File: config.mk
export PLATFORM = sky130hd
export DESIGN_NAME = bidir_latch_xcvr
export DESIGN_NICKNAME = d
export VERILOG_FILES = /design/src/rtl/xcvr_pkg.sv /design/src/rtl/xcvr_strobe.sv /design/src/rtl/xcvr_store.sv /design/src/rtl/bidir_latch_xcvr.sv
export SDC_FILE = /design/constraint.sdc
export NUM_CORES = 1
export LEC_CHECK = 0
export ABC_CLOCK_PERIOD_IN_PS = 1350
export BUFFER_PORTS_ARGS = -buffer_cell sky130_fd_sc_hd__buf_2
export CAP_MARGIN = 20
export CORE_MARGIN = 1
export CORE_UTILIZATION = 30
export DETAILED_ROUTE_END_ITERATION = 10
export HOLD_SLACK_MARGIN = 0.15
export PLACE_DENSITY = 0.61
export SLEW_MARGIN = 10
export SYNTH_ARGS = -nofsm -noshare
export SYNTH_HDL_FRONTEND = slang
export SYNTH_SLANG_ARGS = --single-unit
File: constraint.sdc
create_clock -name clk -period 1.35 [get_ports clk]
set_input_delay 0.27 -clock clk [delete_from_list [all_inputs] [get_ports clk]]
set_output_delay 0.27 -clock clk [all_outputs]
set_load 0.05 [all_outputs]
File: src/rtl/xcvr_pkg.sv
package xcvr_pkg;

    // Sampled controls of one direction (all active low)
    typedef struct packed {
        logic en_n;
        logic le_n;
        logic oe_n;
    } xcvr_ctl_t;

    // What the storage register of a direction does on the next edge
    typedef enum logic [1:0] {
        ACT_HOLD    = 2'd0,
        ACT_PASS    = 2'd1,
        ACT_CAPTURE = 2'd2
    } xcvr_act_e;

    localparam int unsigned NUM_DIRS = 2;
    localparam int unsigned DIR_AB   = 0;
    localparam int unsigned DIR_BA   = 1;

endpackage

File: src/rtl/xcvr_strobe.sv
module xcvr_strobe
    import xcvr_pkg::*;
(
    input  logic      clk,
    input  logic      rst,
    input  logic      en_n_i,
    input  logic      le_n_i,
    output xcvr_act_e act_o
);

    typedef struct packed {
        logic en_n;
        logic le_n;
    } hist_t;

    hist_t     st_d, st_q;
    logic      en_rise, le_rise;
    xcvr_act_e act;

    always_comb begin
        st_d.en_n = en_n_i;
        st_d.le_n = le_n_i;
        en_rise   = en_n_i & ~st_q.en_n;
        le_rise   = le_n_i & ~st_q.le_n & ~en_n_i;
        if (!en_n_i && !le_n_i) begin
            act = ACT_PASS;
        end else if (en_rise || le_rise) begin
            act = ACT_CAPTURE;
        end else begin
            act = ACT_HOLD;
        end
    end

    always_ff @(posedge clk) begin
        if (rst) begin
            st_q <= '{en_n: 1'b1, le_n: 1'b1};
        end else begin
            st_q <= st_d;
        end
    end

    assign act_o = act;

    // a strobe edge with the path enable steadily high never captures
    a_r11_strobe_ignored_when_off: assert property (@(posedge clk) disable iff (rst)
        (en_n_i && st_q.en_n) |-> (act_o == ACT_HOLD));

endmodule

File: src/rtl/xcvr_store.sv
module xcvr_store
    import xcvr_pkg::*;
#(
    parameter int unsigned WIDTH = 8
) (
    input  logic             clk,
    input  logic             rst,
    input  xcvr_ctl_t        ctl_i,
    input  xcvr_act_e        act_i,
    input  logic [WIDTH-1:0] src_i,
    output logic [WIDTH-1:0] dst_o,
    output logic [WIDTH-1:0] drive_o
);

    typedef struct packed {
        logic [WIDTH-1:0] data;
        logic             drive;
    } store_t;

    store_t st_d, st_q;

    always_comb begin
        st_d = st_q;
        if (act_i != ACT_HOLD) begin
            st_d.data = src_i;
        end
        st_d.drive = ~ctl_i.en_n & ~ctl_i.oe_n;
    end

    always_ff @(posedge clk) begin
        if (rst) begin
            st_q <= '0;
        end else begin
            st_q <= st_d;
        end
    end

    assign dst_o   = st_q.data;
    assign drive_o = {WIDTH{st_q.drive}};

    // transparent path follows the source one cycle later
    a_r2_transparent: assert property (@(posedge clk) disable iff (rst)
        (!ctl_i.en_n && !ctl_i.le_n) |=> (dst_o == $past(src_i)));

    // enable low, strobe steadily high: word is kept
    a_r5_hold: assert property (@(posedge clk) disable iff (rst)
        (act_i == ACT_HOLD) |=> $stable(dst_o));

    // either control high disables the destination
    a_r6_disabled: assert property (@(posedge clk) disable iff (rst)
        (ctl_i.en_n || ctl_i.oe_n) |=> (drive_o == '0));

    // both controls low drive every bit
    a_r6_enabled: assert property (@(posedge clk) disable iff (rst)
        (!ctl_i.en_n && !ctl_i.oe_n) |=> (drive_o == {WIDTH{1'b1}}));

endmodule

File: src/rtl/bidir_latch_xcvr.sv
module bidir_latch_xcvr
    import xcvr_pkg::*;
#(
    parameter int unsigned WIDTH = 8
) (
    input  logic             clk,
    input  logic             rst,
    input  logic             ab_en_n,
    input  logic             ab_le_n,
    input  logic             ab_oe_n,
    input  logic             ba_en_n,
    input  logic             ba_le_n,
    input  logic             ba_oe_n,
    input  logic [WIDTH-1:0] a_in,
    output logic [WIDTH-1:0] a_out,
    output logic [WIDTH-1:0] a_drive,
    input  logic [WIDTH-1:0] b_in,
    output logic [WIDTH-1:0] b_out,
    output logic [WIDTH-1:0] b_drive,
    output logic             contention_o
);

    xcvr_ctl_t        ctl   [NUM_DIRS];
    logic [WIDTH-1:0] src   [NUM_DIRS];
    logic [WIDTH-1:0] dst   [NUM_DIRS];
    logic [WIDTH-1:0] drv   [NUM_DIRS];
    xcvr_act_e        act   [NUM_DIRS];

    assign ctl[DIR_AB] = '{en_n: ab_en_n, le_n: ab_le_n, oe_n: ab_oe_n};
    assign ctl[DIR_BA] = '{en_n: ba_en_n, le_n: ba_le_n, oe_n: ba_oe_n};
    assign src[DIR_AB] = a_in;
    assign src[DIR_BA] = b_in;

    for (genvar d = 0; d < NUM_DIRS; d++) begin : g_dir
        xcvr_strobe i_strobe (
            .clk    (clk),
            .rst    (rst),
            .en_n_i (ctl[d].en_n),
            .le_n_i (ctl[d].le_n),
            .act_o  (act[d])
        );

        xcvr_store #(.WIDTH(WIDTH)) i_store (
            .clk     (clk),
            .rst     (rst),
            .ctl_i   (ctl[d]),
            .act_i   (act[d]),
            .src_i   (src[d]),
            .dst_o   (dst[d]),
            .drive_o (drv[d])
        );
    end

    assign b_out        = dst[DIR_AB];
    assign b_drive      = drv[DIR_AB];
    assign a_out        = dst[DIR_BA];
    assign a_drive      = drv[DIR_BA];
    assign contention_o = drv[DIR_AB][0] & drv[DIR_BA][0];

    // reset clears words, drives and contention
    a_r1_reset_state: assert property (@(posedge clk)
        rst |=> (a_out == '0 && b_out == '0 && a_drive == '0 && b_drive == '0 && !contention_o));

    // path-enable rising edge captures the port-A word into the A-to-B path
    a_r4_enable_rise_capture: assert property (@(posedge clk) disable iff (rst)
        (!ab_en_n ##1 ab_en_n) |=> (b_out == $past(a_in)));

    // strobe rising edge with enable low captures the port-B word into the B-to-A path
    a_r3_strobe_rise_capture: assert property (@(posedge clk) disable iff (rst)
        ((!ba_le_n && !ba_en_n) ##1 (ba_le_n && !ba_en_n)) |=> (a_out == $past(b_in)));

    // simultaneous drive keeps both enables and raises the flag
    a_r10_contention: assert property (@(posedge clk) disable iff (rst)
        (!ab_en_n && !ab_oe_n && !ba_en_n && !ba_oe_n) |=>
            (contention_o && (&a_drive) && (&b_drive)));

endmodule

==> run summary <==
For this design the top-level I/O count stands at 57. Counting flops with an async set or reset pin after synthesis yields a share of 0. The horizontal extent of the die is 61.5 µm.

The post-synthesis instance area came out at 0.00106 mm². The relative slew slack came out at 0.676. The largest total area in the synthesized netlist belongs to dfxtp_1. The clock drives 22 sinks. The data arrival time at the worst-slack endpoint is 1050 ps. Traced cell by cell, the critical path runs through and2_2, buf_4. The count of buffering cells on the critical path with inverters included came out at 1. The share of the synthesized area in compound gates (AO/OA/AOI/OAI) is 0.264. The via count of the first global-routing pass came to 778. In this design, the largest share of critical-path delay is due to flip-flops.

Detailed routing inserted a total of 892 vias. The number of setup violations in the final report came out at 0. The region available for standard cell placement spans 0.00336 mm². The final clock period utilization by the worst path came out at 0.975.

Setup repair after global routing could not meet its margin everywhere. The clock tree skew after final layout is 5.77 ps. The first global-routing pass estimated 3.47 mm of wire. Summed over all cells, the static leakage comes to 0.595 nW. The max-cap violation count came out at 0. The signed area change from the synthesized netlist to the final layout is 22.8%. The post-route core utilization came out at 0.387. Of the cells placed in the final design, the portion with a size suffix greater than 1 is 0.676. The post-route minimum period is 1320 ps.

The share of the synthesized area in the top cell type is 0.415. The placement-stage cell area came out at 0.00124 mm². The number of remaining DRC errors came out at 0.

The data required time of the worst path is 1080 ps. The count of routing violations after the opening detailed-route iteration is 33. The initial antenna violation count is 0.

The total global routing track utilization came out at 0.126. After synthesis, the most frequently instantiated cells are dfxtp_1 (22), a21oi_2 (16), nand3_1 (16), o21ai_2 (16), buf_4 (14). In this run the number of H-tree levels came out at 1. After synthesis, the cell types taking the most area are dfxtp_1 (42%), a21oi_2 (13%), o21ai_2 (13%). The number of hold violations in the final report came out at 0. The pin count of the biggest net entering global routing came out at 14. After synthesis, the largest family of logic cells by area is compound AO/OA/AOI/OAI gates. The critical path's largest stage delay came out at 370 ps. The final-stage net count came out at 173. In this run the worst path has a maximum fanout of 9.

The detail-routed net length per standard cell came out at 11.8 µm. The type of destination of the critical path is an output pin. The CTS tree is done. The number of enable flip-flop cells after synthesis came out at 0. The overall die area came out at 0.00378 mm².

The routability congestion estimate from global placement came out at 0.664. The count of nets left with antenna violations once routing finished came out at 0. Summed over all layers, the routed wires come to 2.29 mm.

The die height is 61.5 µm. The multiplexer area fraction after synthesis is 0. For this run, the leading register cell type out of synthesis is dfxtp_1. The clock latency reported for the late side of the worst-skew pair is 300 ps. The synthesized netlist net count came out at 129.

The mean instance size in the synthesized netlist is 10.1 µm². The count of filler cells inserted in the layout is 367. Across the VDD grid, the largest voltage drop is 0.383 mV.

After clock tree synthesis, the setup repair step added 0 buffers. dfxtp_1 is the most common cell in the netlist. The longest clock path from root to sink contains 2 buffers.

The number of buffer cells added on primary ports came out at 56. The number of antenna diodes is 0. The kind of start point of the critical path is a flip-flop. The share of synthesized cell area in and, or, nand and nor gates is 0.162. The pin slew with the least headroom to its limit came out at 486 ps.

For this run, the register share of the synthesized area comes to 0.415. In this run the core area contains 21 standard-cell rows. The number of synthesis warnings is 0. The master of the slowest instance on the critical path is dfxtp_2. Clock tree synthesis inserted a total of 3 buffers.

The worst hold-check path type is in2reg. The number of iterations in the first detailed-routing pass is 4. The clock input transition at the sequential cells of the worst setup and hold paths came out at 130 ps. The summed negative setup slack over all endpoints came out at 0 ps.

The maximum clock frequency is 760 MHz. Of the total synthesized cell area, the portion taken by full adders, half adders and majority gates is 0. The number of different library cells in the post-synthesis netlist came out at 14. Of the total synthesized cell area, the portion taken by XOR and XNOR cells is 0. The tree is rooted in a clkbuf_4. The number of standard cells after synthesis came out at 105. The cell area after layout came out at 0.00130 mm². The power per cell area is 1150 mW/mm².

The final global-route overflow total came out at 0. The total of flip-flops plus latches after synthesis came out at 22. The post-detailed-placement half-perimeter wirelength is 1.72 mm. The effective utilization at floorplan is 0.315.

Dividing the detail-routed via count by the number of cells gives 4.60. The total count of max-transition violations in the final report is 0. The flow ran to the end, and the final reports show no timing, DRC or antenna violations. The critical path in this run is classified as reg2out.
report_power, final:
group	leakage (nW)	switching (W)	total, W	internal, W
Sequential	0.183	0.0000285	0.000718	0.000690
Combinational	0.391	0.000299	0.000411	0.000112
Clock	0.0210	0.000202	0.000366	0.000164
Total	0.595	0.000529	0.00150	0.000966
layout make-up:
class,count,area (µm²),share of cell area
multi-input cells,63,453,0.348
flip-flops and latches,22,445,0.342
repair buffers,59,310,0.238
well taps,46,57.6,0.0442
clock buffers,4,36.3,0.0279
layout by cell type, fill, tap and decap left out:
| cell | count |
|---|---|
| nand3_1 | 16 |
| nand2_1 | 2 |
| a21oi_2 | 16 |
| buf_2 | 55 |
| buf_4 | 2 |
| dfxtp_4 | 1 |
| and2_1 | 2 |
| clkbuf_4 | 3 |
| nand3b_1 | 2 |
| clkbuf_8 | 1 |
| and3b_1 | 2 |
| nor2_1 | 2 |
| and2_2 | 1 |
| dfxtp_1 | 20 |
| or2_2 | 4 |
| o21ai_2 | 16 |
| dlygate4sd3_1 | 2 |
| dfxtp_2 | 1 |
per-stage QoR:
| step | hold slack (ps) | instances | setup WS [ps] | total power [W] |
|---|---|---|---|---|
| global route | 168 | 194 | -24.3 | 0.00157 |
| floorplan | 334 | 105 | 176 | 0.00107 |
| finish | 181 | 194 | 34.2 | 0.00150 |
| detailed placement | 425 | 188 | 131 | 0.00114 |
| global placement | 423 | 188 | 151 | 0.00114 |
| CTS | 162 | 194 | 2.45 | 0.00152 |
repair_timing:
item | CTS | global route
endpoints found under the hold margin | 2 | 0
cloned | 0 | 0
endpoints found under the setup margin | 1 | 3
gates resized for setup | 1 | 1
hold buffers | 2 | 0
path summary, 6_finish.rpt:
path / start / endpoint / slack, ps / depth (start not counted)
max reg2reg: g_dir[1].i_strobe.st_q[1] / g_dir[1].i_store.dst_o[5] / 230 / 3
min reg2reg: g_dir[0].i_store.dst_o[7] / g_dir[0].i_store.dst_o[7] / 480 / 2
min: ab_le_n / g_dir[0].i_strobe.st_q[0] / 180 / 2
max: g_dir[0].i_store.drive_o[0] / contention_o / 30 / 2
sequential cells by signal (all words and copies together) (netlist names):
name / cells
g_dir.i_store.drive_o: 2
g_dir.i_store.dst_o: 16
g_dir.i_strobe.st_q: 4
worst reg2reg max path: cells and delay by family (launching register included):
kind | cells | cell delay [ps]
AO/OA/AOI/OAI | 2 | 280
AND/OR/NAND/NOR | 1 | 430
flip-flops | 1 | 350
logic make-up (layout without fill, tap and decap cells):
family / Yosys count / count (layout)
AO/OA/AOI/OAI: 32 / 32
buffers and inverters: 20 / 63
flip-flops: 22 / 22
AND/OR/NAND/NOR: 31 / 31
layer usage:
| layer | wire length, µm | share of wire | vias up | GRT usage |
|---|---|---|---|---|
| li1 | - | - | 442 | - |
| met1 | 1020 | 0.45 | 415 | 0.160 |
| met2 | 1130 | 0.49 | 33 | 0.210 |
| met3 | 122 | 0.053 | 2 | 0.0315 |
| met4 | 16 | 0.0070 | 0 | 0.0413 |
| met5 | 0 | 0 | - | 0 |
Power figures use the tool's default switching activity.
